### src/rtl/tbd_pkg.sv
package tbd_pkg;
  localparam int SEL_W = 3;

  // View codes decoded by the command port.
  typedef enum logic [SEL_W-1:0] {
    SEL_TB_LO     = 3'd0,
    SEL_TB_HI     = 3'd1,
    SEL_ATB_LO    = 3'd2,
    SEL_ATB_HI    = 3'd3,
    SEL_DEC       = 3'd4,
    SEL_TB_COMPAT = 3'd5
  } sel_e;

  // Per-half write strobes for a split 64-bit counter.
  typedef struct packed {
    logic lo;
    logic hi;
  } half_wr_t;
endpackage

### src/rtl/tbd_split_counter.sv
module tbd_split_counter #(
  parameter int HALF_W = 32
) (
  input  logic                  clk,
  input  logic                  rst_n,
  input  logic                  count_en,
  input  tbd_pkg::half_wr_t     wr,
  input  logic [HALF_W-1:0]     lo_mask,
  input  logic [HALF_W-1:0]     wdata,
  output logic [2*HALF_W-1:0]   value
);
  localparam int FULL_W = 2 * HALF_W;

  logic [HALF_W-1:0] lo_q, hi_q;
  logic [FULL_W-1:0] stepped;

  assign stepped = {hi_q, lo_q} + FULL_W'(1);
  assign value   = {hi_q, lo_q};

  // A write to either half blocks the step for that cycle.
  always_ff @(posedge clk) begin
    if (!rst_n) begin
      lo_q <= '0;
      hi_q <= '0;
    end else if (wr.lo || wr.hi) begin
      if (wr.lo) lo_q <= (lo_q & ~lo_mask) | (wdata & lo_mask);
      if (wr.hi) hi_q <= wdata;
    end else if (count_en) begin
      {hi_q, lo_q} <= stepped;
    end
  end
endmodule

### src/rtl/tbd_decrementer.sv
module tbd_decrementer #(
  parameter int W = 32
) (
  input  logic         clk,
  input  logic         rst_n,
  input  logic         tick,
  input  logic         wr,
  input  logic [W-1:0] wdata,
  input  logic         ack,
  output logic [W-1:0] value,
  output logic         irq
);
  logic [W-1:0] cnt_q;
  logic         irq_q;
  logic         expire, neg_load, raise;

  assign expire   = tick && !wr && (cnt_q == '0);
  assign neg_load = wr && wdata[W-1] && !cnt_q[W-1];
  assign raise    = expire || neg_load;

  // Stepping down from zero lands on all ones, which is the reload value.
  always_ff @(posedge clk) begin
    if (!rst_n) begin
      cnt_q <= '1;
      irq_q <= 1'b0;
    end else begin
      if (wr)        cnt_q <= wdata;
      else if (tick) cnt_q <= cnt_q - W'(1);
      if (raise)     irq_q <= 1'b1;
      else if (ack)  irq_q <= 1'b0;
    end
  end

  assign value = cnt_q;
  assign irq   = irq_q;
endmodule

### src/rtl/tbd_regport.sv
module tbd_regport #(
  parameter int                HALF_W      = 32,
  parameter logic [HALF_W-1:0] COMPAT_MASK = 32'h3FFF_FF80
) (
  input  logic                        clk,
  input  logic                        rst_n,
  input  logic                        cmd_valid,
  input  logic                        cmd_write,
  input  logic [tbd_pkg::SEL_W-1:0]   cmd_addr,
  input  logic [HALF_W-1:0]           cmd_wdata,
  input  logic [2*HALF_W-1:0]         tb_val,
  input  logic [2*HALF_W-1:0]         atb_val,
  input  logic [HALF_W-1:0]           dec_val,
  output tbd_pkg::half_wr_t           tb_wr,
  output tbd_pkg::half_wr_t           atb_wr,
  output logic [HALF_W-1:0]           tb_lo_mask,
  output logic                        dec_wr,
  output logic                        rd_valid,
  output logic [HALF_W-1:0]           rd_data
);
  import tbd_pkg::*;

  sel_e              sel;
  logic              wr_go, rd_go;
  logic [HALF_W-1:0] rd_next;
  logic              rd_valid_q;
  logic [HALF_W-1:0] rd_data_q;

  assign sel   = sel_e'(cmd_addr);
  assign wr_go = cmd_valid && cmd_write;
  assign rd_go = cmd_valid && !cmd_write;

  always_comb begin
    tb_wr      = '0;
    atb_wr     = '0;
    dec_wr     = 1'b0;
    tb_lo_mask = '1;
    rd_next    = '0;
    case (sel)
      SEL_TB_LO: begin
        tb_wr.lo = wr_go;
        rd_next  = tb_val[HALF_W-1:0];
      end
      SEL_TB_HI: begin
        tb_wr.hi = wr_go;
        rd_next  = tb_val[2*HALF_W-1:HALF_W];
      end
      SEL_ATB_LO: begin
        atb_wr.lo = wr_go;
        rd_next   = atb_val[HALF_W-1:0];
      end
      SEL_ATB_HI: begin
        atb_wr.hi = wr_go;
        rd_next   = atb_val[2*HALF_W-1:HALF_W];
      end
      SEL_DEC: begin
        dec_wr  = wr_go;
        rd_next = dec_val;
      end
      SEL_TB_COMPAT: begin
        tb_wr.lo   = wr_go;
        tb_lo_mask = COMPAT_MASK;
        rd_next    = tb_val[HALF_W-1:0] & COMPAT_MASK;
      end
      default: rd_next = '0;
    endcase
  end

  always_ff @(posedge clk) begin
    if (!rst_n) begin
      rd_valid_q <= 1'b0;
      rd_data_q  <= '0;
    end else begin
      rd_valid_q <= rd_go;
      if (rd_go) rd_data_q <= rd_next;
    end
  end

  assign rd_valid = rd_valid_q;
  assign rd_data  = rd_data_q;
endmodule

### src/rtl/timebase_dec.sv
module timebase_dec #(
  parameter int          HALF_W      = 32,
  parameter logic [31:0] COMPAT_MASK = 32'h3FFF_FF80
) (
  input  logic              clk,
  input  logic              rst_n,
  input  logic              tb_tick,
  input  logic              tb_run,
  input  logic              dec_tick,
  input  logic              cmd_valid,
  output logic              cmd_ready,
  input  logic              cmd_write,
  input  logic [2:0]        cmd_addr,
  input  logic [HALF_W-1:0] cmd_wdata,
  output logic              rd_valid,
  output logic [HALF_W-1:0] rd_data,
  output logic              dec_irq,
  input  logic              dec_irq_ack
);
  import tbd_pkg::*;

  localparam int NUM_TB = 2;
  localparam int FULL_W = 2 * HALF_W;

  half_wr_t          tb_wr, atb_wr;
  logic [HALF_W-1:0] tb_lo_mask;
  logic              dec_wr;
  logic [FULL_W-1:0] tb_val, atb_val;
  logic [HALF_W-1:0] dec_val;
  logic              base_step;

  half_wr_t          wr_v   [NUM_TB];
  logic [HALF_W-1:0] mask_v [NUM_TB];
  logic [FULL_W-1:0] val_v  [NUM_TB];

  assign cmd_ready = 1'b1;
  assign base_step = tb_tick && tb_run;

  tbd_regport #(.HALF_W(HALF_W), .COMPAT_MASK(COMPAT_MASK[HALF_W-1:0])) u_port (
    .clk        (clk),
    .rst_n      (rst_n),
    .cmd_valid  (cmd_valid),
    .cmd_write  (cmd_write),
    .cmd_addr   (cmd_addr),
    .cmd_wdata  (cmd_wdata),
    .tb_val     (tb_val),
    .atb_val    (atb_val),
    .dec_val    (dec_val),
    .tb_wr      (tb_wr),
    .atb_wr     (atb_wr),
    .tb_lo_mask (tb_lo_mask),
    .dec_wr     (dec_wr),
    .rd_valid   (rd_valid),
    .rd_data    (rd_data)
  );

  assign wr_v[0]   = tb_wr;
  assign wr_v[1]   = atb_wr;
  assign mask_v[0] = tb_lo_mask;
  assign mask_v[1] = '1;

  for (genvar g = 0; g < NUM_TB; g++) begin : g_base
    tbd_split_counter #(.HALF_W(HALF_W)) u_cnt (
      .clk      (clk),
      .rst_n    (rst_n),
      .count_en (base_step),
      .wr       (wr_v[g]),
      .lo_mask  (mask_v[g]),
      .wdata    (cmd_wdata),
      .value    (val_v[g])
    );
  end

  assign tb_val  = val_v[0];
  assign atb_val = val_v[1];

  tbd_decrementer #(.W(HALF_W)) u_dec (
    .clk   (clk),
    .rst_n (rst_n),
    .tick  (dec_tick),
    .wr    (dec_wr),
    .wdata (cmd_wdata),
    .ack   (dec_irq_ack),
    .value (dec_val),
    .irq   (dec_irq)
  );
endmodule

### config.mk
export PLATFORM = sky130hd
export DESIGN_NAME = timebase_dec
export DESIGN_NICKNAME = d
export VERILOG_FILES = /design/src/rtl/tbd_pkg.sv /design/src/rtl/tbd_split_counter.sv /design/src/rtl/tbd_decrementer.sv /design/src/rtl/tbd_regport.sv /design/src/rtl/timebase_dec.sv
export SDC_FILE = /design/constraint.sdc
export NUM_CORES = 1
export LEC_CHECK = 0
export BUFFER_PORTS_ARGS = -buffer_cell sky130_fd_sc_hd__buf_2
export CAP_MARGIN = 20
export CORE_UTILIZATION = 30
export CTS_CLUSTER_SIZE = 8
export DETAILED_ROUTE_END_ITERATION = 10
export HOLD_SLACK_MARGIN = 0.03
export SKIP_LAST_GASP = 1
export SYNTH_ARGS = -nofsm -noshare
export SYNTH_HDL_FRONTEND = slang
export SYNTH_SLANG_ARGS = --single-unit
### constraint.sdc
create_clock -name clk -period 2.57 [get_ports clk]
set_input_delay 0.1285 -clock clk [delete_from_list [all_inputs] [get_ports clk]]
set_output_delay 0.1285 -clock clk [all_outputs]
set_load 0.01 [all_outputs]
==> reports/metrics.csv <==
stage,metric,value,unit
synthesis,largest cells by area after synthesis,"dfxtp_1 31%, nor2_1 6.7%, nand2_1 5.8%, a22oi_1 5.3%, a21oi_1 4.6%",
clocking,clock sinks,194,
synthesis,synth unique cells,71,
critical_path,CP startpoint,g_base[0].u_cnt.lo_q[7],
layout,fin nets,1841,
place,GP Congestion,1.08,
synthesis,"Net Count, Synth",1748,
timing,Fin. Hold Viols,0,
synthesis,Cells after Synth,1702,
global_route,vias in the first global route,13400,
synthesis,top-area cell type share of the netlist area,31.3,%
timing,slew margin rel.,24.8,%
floorplan,die area,42100,um^2
global_route,GRT Total Usage,29.0,%
layout,layout cells sized above 1,16.0,%
drt,Post-Route WL,61300,um
worst_hold_path,Hold Path End,u_dec.value[7],
power,worst vdd ir,505,uV
synthesis,Main synth FF type,dfxtp_1,
drt,Antenna Nets Post-Route,0,
global_route,GRT overflow,0,
critical_path,Crit path top cell by count,and4_1,
drt,First-pass DRT Iterations,6,
floorplan,Core ar.,40800,um^2
synthesis,Async SR Flop Fraction,0,%
clocking,# H-tree levels,4,
timing,period utilization,96.4,%
synthesis,synth cell count leaders,"222 x nor2_1, 194 x dfxtp_1, 192 x nand2_1, 122 x clkbuf_1, 113 x a21oi_1",
timing,Worst-Margin Slew,1.12,ns
timing,fin crit period,2.48,ns
clocking,root buffer cell,clkbuf_16,
timing,setup ws final,0.0929,ns
critical_path,slowest CP cell,nor4_1,
worst_hold_path,WHS Path Cells,3,
drt,vias per inst,6.32,
timing,post-route setup TNS,0,ns
synthesis,Synth area leader,dfxtp_1,
critical_path,CP Cell Sequence,and4_1 -> and4_1 -> nand4_1 -> nor4_1 -> mux2i_1 -> o22ai_1,
layout,FILL cells,4294,
place,DP HPWL,45400,um
timing,Slew Limit Fails,0,
clocking,clock-pin slew on the worst setup and hold paths,0.08,ns
worst_hold_path,worst hold start,cmd_wdata[7],
worst_hold_path,Hold Path Class,in2reg,
synthesis,number of enable flip-flop cells after synthesis,0,
drt,detailed-route wire length per cell,26.2,um
drt,DR vias,14800,
timing,clock skew,0.0134,ns
power,pwr/cell area,490,nW/um^2
floorplan,num rows,74,
critical_path,R2R Setup Slk,0.09,ns
drt,Residual DRC,0,
flow_run,Max Cap Viol,0,
floorplan,Die Wd,205,um
timing,f_max,404,MHz
critical_path,Worst Path Arrival,2.81,ns
synthesis,syn_area_per_cell,7.29,um^2
clocking,TritonCTS clock tree,built,
global_route,first-pass GRT wire length,89700,um
clocking,clock buffer count from CTS,17,
critical_path,CP Class,reg2reg,
timing,final setup fails,0,
synthesis,number of synthesis warnings,0,
critical_path,Reg2Reg Depth,6,
drt,initial drt markers,2135,
timing,RSZ-0062 raised after global routing,true,
critical_path,reg2reg start,g_base[0].u_cnt.lo_q[7],
floorplan,Initial Util,30.4,%
critical_path,Worst path max stage delay,0.55,ns
synthesis,post-synthesis sequential area ratio,31.3,%
synthesis,Netlist Area Pre-Place,12400,um^2
clocking,Clock Latency Late Sink,0.47,ns
global_route,pin count of the biggest net entering global routing,95,
critical_path,crit start category,register,
floorplan,Chip Height,205,um
place,Setup WS pre-CTS,0.0709,ns
synthesis,"count leader, synth",nor2_1,
global_route,initial antenna violation count,6,
critical_path,Crit Path Max Fanout,10,
floorplan,io pins,78,
place,Buffers on Ports,76,
synthesis,#FFs+latches synth,194,
clocking,maximum buffer depth of the clock tree,2,
critical_path,Crit. End Element,register,
status,run status,"finished, final reports clean",
layout,Syn-to-layout area delta,18.3,%
critical_path,Crit path required time,2.91,ns
power,static leakage,0.00492,uW
critical_path,Critical R2R Capture,g_base[0].u_cnt.hi_q[31],
[power by group]
part | switching [uW] | leakage [uW] | internal (uW)
Combinational | 679 | 0.00305 | 320
Clock | 1320 | 0.000296 | 1610
Sequential | 155 | 0.00157 | 3110
[worst max path at each step]
| stage | to | slack [ns] | depth (start not counted) |
|---|---|---|---|
| CTS | g_base[1].u_cnt.lo_q[22] | 0.07 | 7 |
| global placement | g_base[1].u_cnt.hi_q[22] | 0.08 | 6 |
| detailed placement | g_base[1].u_cnt.hi_q[30] | 0.07 | 6 |
| finish | g_base[0].u_cnt.hi_q[31] | 0.09 | 6 |
| floorplan | g_base[1].u_cnt.hi_q[9] | 0.18 | 8 |
| global route | g_base[1].u_cnt.hi_q[22] | -0.005 | 7 |
[layout by cell type, fill, tap and decap left out, types with 10 or more instances in the layout]
master     synthesis  layout
or4_1             13      13
inv_1             11      10
nand2_1          192     192
buf_4              3     130
and3_1            39      39
xor2_1            17      17
and2_1            10      10
nor3_1            59      56
clkbuf_16          0      17
nand4_1           48      48
a31oi_1           50      50
buf_2              3      75
a21o_1            15      15
a22o_1            12      12
xnor2_1           11      11
mux2i_1           18      18
nor2_1           222     221
o21ai_0          105     105
o211ai_1          17      17
a22oi_1           88      88
nand3_1           77      77
o31ai_1           11      11
and4_1            21      21
dfxtp_1          194     194
or3_1             10      10
a21oi_1          113     111
o22ai_1           18      18
nor4_1            35      32
[cell families (layout without fill, tap and decap cells)]
group                      count (synthesis)  count (layout)  share of synthesized area (%)
AOI/OAI and AO/OA                        528             528                           28.1
adders and majority gates                  3               3                          0.303
buffers and inverters                    148             252                           4.61
muxes                                     34              34                           3.72
and+or+nand+nor                          766             766                           29.9
DFF                                      194             194                           31.3
xor gates and xnor gates                  28              28                           1.98
other                                      1               5                         0.0302
[registers in the layout, summed over array words and instances, names as in the netlist, named ones only]
| name | cells |
|---|---|
| u_dec.irq | 1 |
| g_base.u_cnt.lo_q | 55 |
| g_base.u_cnt.hi_q | 64 |
| u_port.rd_valid | 1 |
| u_port.rd_data | 32 |
| u_dec.value | 32 |
[repair_timing]
action                     in CTS  in global routing
hold buffers                    2                  0
gates resized for setup         0                  3
hold endpoints to repair        6                  0
buffers inserted                0                  1
setup endpoints to repair       0                  6
[area by class of cell]
cell class	instances	area [um^2]	area share, %
diodes	4	10.0	0.0682
clock buffers	20	467	3.18
clock inverters	10	149	1.02
inverters	11	43.8	0.299
multi-input cells	1360	8000	54.5
flip-flops and latches	194	3880	26.5
well taps	532	666	4.54
repair buffers	211	1450	9.89
[worst max-delay path, delay by kind of cell, from the launching register on]
family | cells | cell delay, ns
AO/OA/AOI/OAI | 1 | 0.10
flip-flops | 1 | 0.49
multiplexers | 1 | 0.24
AND/OR/NAND/NOR | 4 | 1.53
[per-stage QoR]
| stage | hold WS, ns | power (uW) | cell area (um^2) | utilization (%) | instances |
|---|---|---|---|---|---|
| final | 0.0611 | 7190 | 14700 | 35.9 | 2342 |
| after global routing | 0.0380 | 7380 | 14700 | 35.9 | 2339 |
| after CTS | 0.0385 | 7160 | 14600 | 35.8 | 2337 |
| after detailed placement | 0.413 | 4280 | 14000 | 34.3 | 2305 |
| after global placement | 0.425 | 4270 | 14000 | 34.3 | 2305 |
| after floorplan | 0.252 | 3790 | 12400 | - | 1702 |
[per-layer routing]
metal | GRT usage, % | up-vias | part of all wire [%]
met5 | 0 | - | 0.038
met4 | 20.1 | 4 | 7.8
met3 | 7.54 | 236 | 12
met2 | 41.4 | 949 | 41
met1 | 37.7 | 7029 | 39
li1 | - | 6583 | -
(Power assumes the default switching activity.)
